**src/rtl/adc_seq_pkg.sv**
```systemverilog
package adc_seq_pkg;

  typedef enum logic [3:0] {
    S_IDLE,
    S_ADDR,
    S_LATCH,
    S_HOLD,
    S_START,
    S_WAIT_LO,
    S_WAIT_HI,
    S_READ,
    S_CAP
  } seq_state_e;

  // Bits needed to count from 0 up to limit-1.
  function automatic int unsigned cnt_bits(int unsigned limit);
    return (limit < 3) ? 1 : $clog2(limit);
  endfunction

  // States in which the timeout window runs.
  function automatic logic in_conversion(seq_state_e s);
    return (s == S_START) || (s == S_WAIT_LO) || (s == S_WAIT_HI);
  endfunction

  // States in which the analog input must be frozen.
  function automatic logic holds_input(seq_state_e s);
    return (s == S_HOLD) || in_conversion(s);
  endfunction

endpackage

```
**src/rtl/adc_seq_sync.sv**
```systemverilog
module adc_seq_sync #(
  parameter int unsigned STAGES = 2
) (
  input  logic clk,
  input  logic rst_n,
  input  logic async_i,
  output logic sync_o
);
  logic [STAGES-1:0] chain_q;

  generate
    if (STAGES == 1) begin : g_one
      always_ff @(posedge clk or negedge rst_n) begin
        if (!rst_n) chain_q <= '0;
        else        chain_q <= async_i;
      end
    end else begin : g_many
      always_ff @(posedge clk or negedge rst_n) begin
        if (!rst_n) chain_q <= '0;
        else        chain_q <= {chain_q[STAGES-2:0], async_i};
      end
    end
  endgenerate

  assign sync_o = chain_q[STAGES-1];
endmodule

```
**src/rtl/adc_seq_timer.sv**
```systemverilog
module adc_seq_timer
  import adc_seq_pkg::*;
#(
  parameter int unsigned LIMIT = 4
) (
  input  logic clk,
  input  logic rst_n,
  input  logic run_i,
  output logic hit_o
);
  localparam int unsigned W = cnt_bits(LIMIT);
  localparam logic [W-1:0] LAST = W'(LIMIT - 1);

  logic [W-1:0] cnt_q;

  always_ff @(posedge clk or negedge rst_n) begin
    if (!rst_n)              cnt_q <= '0;
    else if (!run_i)         cnt_q <= '0;
    else if (cnt_q != LAST)  cnt_q <= cnt_q + 1'b1;
  end

  assign hit_o = run_i && (cnt_q == LAST);
endmodule

```
**src/rtl/adc_seq.sv**
```systemverilog
module adc_seq
  import adc_seq_pkg::*;
#(
  parameter int unsigned NUM_CH       = 8,
  parameter int unsigned DATA_W       = 8,
  parameter int unsigned SOC_HIGH_CYC = 4,
  parameter int unsigned TIMEOUT_CYC  = 100000,
  parameter int unsigned SYNC_STAGES  = 2
) (
  input  logic                       clk,
  input  logic                       rst_n,
  input  logic                       req_i,
  input  logic [$clog2(NUM_CH)-1:0]  ch_i,
  output logic                       busy_o,
  output logic                       done_o,
  output logic                       err_o,
  output logic [DATA_W-1:0]          result_o,
  output logic [$clog2(NUM_CH)-1:0]  result_ch_o,
  output logic [$clog2(NUM_CH)-1:0]  adc_addr_o,
  output logic                       adc_ale_o,
  output logic                       adc_hold_o,
  output logic                       adc_soc_o,
  input  logic                       adc_eoc_i,
  output logic                       adc_oe_o,
  input  logic [DATA_W-1:0]          adc_data_i
);
  localparam int unsigned CH_W = $clog2(NUM_CH);

  seq_state_e        state_q, state_d;
  logic [CH_W-1:0]   addr_q;
  logic [CH_W-1:0]   res_ch_q;
  logic [DATA_W-1:0] result_q;
  logic              done_q, err_q;

  // Named internal events
  logic eoc_s;
  logic soc_hit;
  logic tmo_hit;
  logic accept;
  logic eoc_seen_hi;
  logic abort;
  logic capture;

  adc_seq_sync #(.STAGES(SYNC_STAGES)) u_eoc_sync (
    .clk     (clk),
    .rst_n   (rst_n),
    .async_i (adc_eoc_i),
    .sync_o  (eoc_s)
  );

  adc_seq_timer #(.LIMIT(SOC_HIGH_CYC)) u_soc_tmr (
    .clk   (clk),
    .rst_n (rst_n),
    .run_i (state_q == S_START),
    .hit_o (soc_hit)
  );

  adc_seq_timer #(.LIMIT(TIMEOUT_CYC)) u_tmo_tmr (
    .clk   (clk),
    .rst_n (rst_n),
    .run_i (in_conversion(state_q)),
    .hit_o (tmo_hit)
  );

  assign accept      = (state_q == S_IDLE) && req_i;
  assign eoc_seen_hi = (state_q == S_WAIT_HI) && eoc_s;
  assign abort       = tmo_hit && !eoc_seen_hi;
  assign capture     = (state_q == S_CAP);

  always_comb begin
    state_d = state_q;
    unique case (state_q)
      S_IDLE:    if (accept) state_d = S_ADDR;
      S_ADDR:    state_d = S_LATCH;
      S_LATCH:   state_d = S_HOLD;
      S_HOLD:    state_d = S_START;
      S_START:   if (soc_hit) state_d = S_WAIT_LO;
      S_WAIT_LO: if (!eoc_s) state_d = S_WAIT_HI;
      S_WAIT_HI: if (eoc_s) state_d = S_READ;
      S_READ:    state_d = S_CAP;
      S_CAP:     state_d = S_IDLE;
      default:   state_d = S_IDLE;
    endcase
    if (abort) state_d = S_IDLE;
  end

  always_ff @(posedge clk or negedge rst_n) begin
    if (!rst_n) begin
      state_q  <= S_IDLE;
      addr_q   <= '0;
      res_ch_q <= '0;
      result_q <= '0;
      done_q   <= 1'b0;
      err_q    <= 1'b0;
    end else begin
      state_q <= state_d;
      done_q  <= capture;
      err_q   <= abort;
      if (accept) addr_q <= ch_i;
      if (capture) begin
        result_q <= adc_data_i;
        res_ch_q <= addr_q;
      end
    end
  end

  assign busy_o      = (state_q != S_IDLE);
  assign done_o      = done_q;
  assign err_o       = err_q;
  assign result_o    = result_q;
  assign result_ch_o = res_ch_q;
  assign adc_addr_o  = addr_q;
  assign adc_ale_o   = (state_q == S_LATCH);
  assign adc_hold_o  = holds_input(state_q);
  assign adc_soc_o   = (state_q == S_START);
  assign adc_oe_o    = (state_q == S_READ) || capture;

  // ---------------- assertions ----------------
  assert_addr_stable_in_hold_R2: assert property (@(posedge clk) disable iff (!rst_n)
    adc_hold_o |-> $stable(adc_addr_o));

  assert_ale_single_R2: assert property (@(posedge clk) disable iff (!rst_n)
    adc_ale_o |=> !adc_ale_o);

  assert_soc_rise_after_hold_R3: assert property (@(posedge clk) disable iff (!rst_n)
    $rose(adc_soc_o) |-> $past(adc_hold_o));

  assert_soc_min_width_R3: assert property (@(posedge clk) disable iff (!rst_n)
    $fell(adc_soc_o) |-> $past(adc_soc_o, 2));

  assert_soc_needs_hold_R4: assert property (@(posedge clk) disable iff (!rst_n)
    adc_soc_o |-> adc_hold_o);

  assert_hold_release_R4: assert property (@(posedge clk) disable iff (!rst_n)
    $fell(adc_hold_o) |-> (adc_oe_o || err_o));

  assert_no_hold_with_oe_R4: assert property (@(posedge clk) disable iff (!rst_n)
    adc_oe_o |-> !adc_hold_o);

  assert_capture_after_oe_R6: assert property (@(posedge clk) disable iff (!rst_n)
    $rose(done_o) |-> $past(adc_oe_o));

  assert_done_err_exclusive_R7: assert property (@(posedge clk) disable iff (!rst_n)
    !(done_o && err_o));

  assert_idle_on_error_R8: assert property (@(posedge clk) disable iff (!rst_n)
    err_o |-> (!busy_o && !adc_hold_o && !adc_oe_o && !adc_soc_o));

  assert_idle_on_done_R1: assert property (@(posedge clk) disable iff (!rst_n)
    done_o |-> !busy_o);
endmodule

```
**config.mk**
```make
export PLATFORM = sky130hd
export DESIGN_NAME = adc_seq
export DESIGN_NICKNAME = d
export VERILOG_FILES = /design/src/rtl/adc_seq_pkg.sv /design/src/rtl/adc_seq_sync.sv /design/src/rtl/adc_seq_timer.sv /design/src/rtl/adc_seq.sv
export SDC_FILE = /design/constraint.sdc
export NUM_CORES = 1
export LEC_CHECK = 0
export ABC_CLOCK_PERIOD_IN_PS = 1950
export CAP_MARGIN = 30
export CORE_ASPECT_RATIO = 0.75
export CORE_UTILIZATION = 30
export DETAILED_ROUTE_END_ITERATION = 7
export GPL_TIMING_DRIVEN = 0
export PLACE_DENSITY_LB_ADDON = 0.3
export SYNTH_ARGS = -nofsm -noshare
export SYNTH_HDL_FRONTEND = slang
export SYNTH_SLANG_ARGS = --single-unit
export TNS_END_PERCENT = 100
```
**constraint.sdc**
```tcl
create_clock -name clk -period 1.95 [get_ports clk]
set_input_delay 0.4875 -clock clk [delete_from_list [all_inputs] [get_ports clk]]
set_output_delay 0.4875 -clock clk [all_outputs]
set_load 0.02 [all_outputs]
```
==> flow_summary.yaml <==
die:
  die_w_um: 93.9
  die_area_sq_um: 6670
  initial_core_util: 0.318
  num_io_pins: 36
  rows: 24
  coreArea_sq_um: 5980
  die_h_um: 71.0
status:
  status: "complete, but fails checks"
  violations: "negative setup slack"
setup_path:
  cp_num_buf_inv: 3
  endpoint_kind: "output pin"
  worst_path_largest_cell_delay_ns: 0.43
  path_max_fanout: 3
  cp_slowest_cell: "dfrtp_1"
  critical_path_class: "reg -> out"
  crit_top_cell: "buf_6"
  critical_path.cell_chain: "buf_6 -> nor4b_4 -> buf_6 -> or2_4 -> buf_6"
  path_delay_family: "flip-flops"
  start_kind: "register"
  cp_num_cells: 5
  critPathRequiredTime_ns: 1.46
  arrival_ns: 1.52
  ff2ff_path_depth: 7
finish:
  syn2layout_area_growth_pct: 36.8
  fin_area_sq_um: 2600
  antennaDiodeCount: 0
  layout-drive-gt1-share: 0.262
  fin_nets: 237
  final_cells: 299
  final_util: 0.436
sta:
  finalCritPeriodShare: 1.03
  timing.fmax_mhz: 498
  rsz0062_at_grt: "true"
  period_minus_slack_ns: 2.01
  final_hold_viol_count: 0
  setup_viol: 1
  maxSlewHeadroom: 0.569
  fin_skew_ns: 0.00803
  slew_viol_final: 0
  setup_slack_ns: -0.0571
  tightest_slew_ns: 0.641
grt:
  grt_antenna_before_repair: 0
  grt_overflow: 0
  grt_pass1_wl_mm: 6.96
  grt_pass1_vias: 1426
  gr-usage-all-layers: 0.138
  grt_max_degree: 23
worst_hold_path:
  hp-class: "in -> async"
routing:
  via_per_inst: 4.87
  drt_iter0_drc: 68
  dr.pass1.iters: 4
  drc: 0
  wl_mm: 4.07
  antenna_left: 0
  wire_per_inst_um: 13.6
  num_vias: 1457
logic_synthesis:
  netlist_area_sq_um: 1900
  async_flop_share: 1.00
  syn_nets: 186
  synthCells: 169
  syn_area_per_cell_sq_um: 11.3
  synth_top_area_frac: 0.539
  ys.warnings.count: 0
  yosysUniqueCellTypes: 40
  ys_seq_area_frac: 0.539
  ys_ff_latch: 41
  synth_edf_count: 0
  yosysTopAreaCell: "dfrtp_1"
  synthTopCellsByArea: "dfrtp_1 (54%), mux2_2 (8.3%), xor2_1 (3.7%), a21oi_1 (2.4%), nor2_1 (2.2%)"
  synth_top_flop_cell: "dfrtp_1"
placed_design:
  dp_hpwl_mm: 2.73
  dp.cells: 283
  post_dp_cell_area_sq_um: 2370
  place_congestion: 0.734
  io_buffer_count: 35
cts:
  root_buffer: "clkbuf_8"
  cts.clk_slew.worst_paths_ns: 0.08
  cts_num_sinks: 41
  clockBufferDepth: 2
  clock_latency_ns: 0.30
  cts_inserted_buffers: 5
  cts_tree: "yes"
  cts-htree-levels: 2
  hold_buffers: 0
pwr:
  finalPower_mw: 3.42
  p_leak_nw: 1.11
  p_per_area_nw_per_um2: 1320
  ir_worst_vdd_mv: 0.577
job:
  cap_viol_max_count: 0
==> where the power goes <==
group	internal, mW	switching (mW)	total (mW)
registers	1.06	0.135	1.19
logic	0.732	0.776	1.51
clock network	0.416	0.306	0.722
total	2.21	1.22	3.42
==> layout make-up <==
type / count / area (sq um)
clock inverter: 2 / 37.5
inverter: 5 / 18.8
tap: 78 / 97.6
buffer: 9 / 75.1
multi-input combinational: 114 / 843
fill: 557 / 3370
sequential: 41 / 1030
timing repair buffer: 44 / 420
clock buffer: 6 / 82.6
==> layer usage <==
layer  track usage  vias up  share of wire
met5             0        -              0
met4        0.0359        0         0.0042
met3        0.0495        2          0.044
met2         0.193       35           0.43
met1         0.200      708           0.52
li1              -      712              -
==> sequential cells by signal, summed over array words and instances, names as in the netlist <==
| register | cells |
|---|---|
| result_ch_o | 3 |
| done_o | 1 |
| u_tmo_tmr.cnt_q | 17 |
| u_eoc_sync.chain_q | 2 |
| result_o | 8 |
| adc_addr_o | 3 |
| u_soc_tmr.cnt_q | 2 |
| err_o | 1 |
| state_q | 4 |
==> cells in the final DEF, fill, tap and decap left out, types with 2 or more instances in the layout <==
master	count
nand2_1	10
nor2_1	11
or3_1	4
nand4_1	4
buf_2	6
o31ai_1	2
clkdlybuf4s50_1	29
xnor2_1	2
mux2i_1	2
o21ai_0	6
nand3_1	6
ha_1	2
and3_1	4
mux2_2	14
nor4_1	4
a21oi_1	9
nor3_1	3
and3_2	2
dfrtp_1	40
clkbuf_8	6
nand2b_1	2
xor2_1	8
buf_4	9
inv_1	5
buf_6	6
==> cells by family (layout without fill, tap and decap cells) <==
kind of cell	Yosys count	after routing	share of synthesized area
muxes	16	16	0.0934
buffers and inverters	14	66	0.0388
DFF	41	41	0.539
AOI/OAI and AO/OA	23	23	0.0730
adders and majority gates	2	2	0.0132
xor gates and xnor gates	10	10	0.0461
and+or+nand+nor	63	63	0.196
==> path summary, 6_finish.rpt <==
| kind | from | to | slack [ns] |
|---|---|---|---|
| min | rst_n | u_tmo_tmr.cnt_q[16] | 0.14 |
| max reg2reg | u_tmo_tmr.cnt_q[0] | u_tmo_tmr.cnt_q[3] | 0.09 |
| min reg2reg | u_eoc_sync.chain_q[0] | u_eoc_sync.chain_q[1] | 0.35 |
| max in group asynchronous | rst_n | state_q[3] | 1.32 |
| max | state_q[0] | adc_oe_o | -0.06 |
| min in group clk | u_eoc_sync.chain_q[0] | u_eoc_sync.chain_q[1] | 0.35 |
==> repair_timing <==
item	4_1_cts	5_1_grt
setup buffers	6	2
setup endpoints to repair	5	6
pin swaps	1	3
gates resized for setup	31	12
==> through the flow <==
step / worst slack, ns / TNS (ns) / hold slack (ns)
finish: -0.0571 / -0.0571 / 0.144
global route: -0.106 / -0.160 / 0.178
CTS: -0.0546 / -0.0962 / 0.161
detailed placement: -0.612 / -1.03 / 0.335
global placement: -0.717 / -30.25 / 0.333
floorplan: 0.0714 / 0 / 0.192
==> Yosys cell counts, types with 3 or more instances <==
| master | number |
|---|---|
| nand2_1 | 10 |
| or3_1 | 4 |
| xor2_1 | 8 |
| nand2b_1 | 3 |
| nor3_1 | 3 |
| nand4_1 | 4 |
| a21oi_1 | 9 |
| mux2_2 | 14 |
| nor4_1 | 5 |
| nor2_1 | 11 |
| o21ai_0 | 6 |
| and3_1 | 4 |
| nand3_1 | 6 |
| dfrtp_1 | 41 |
| buf_2 | 5 |
| inv_1 | 5 |
Power figures use the tool's default switching activity.
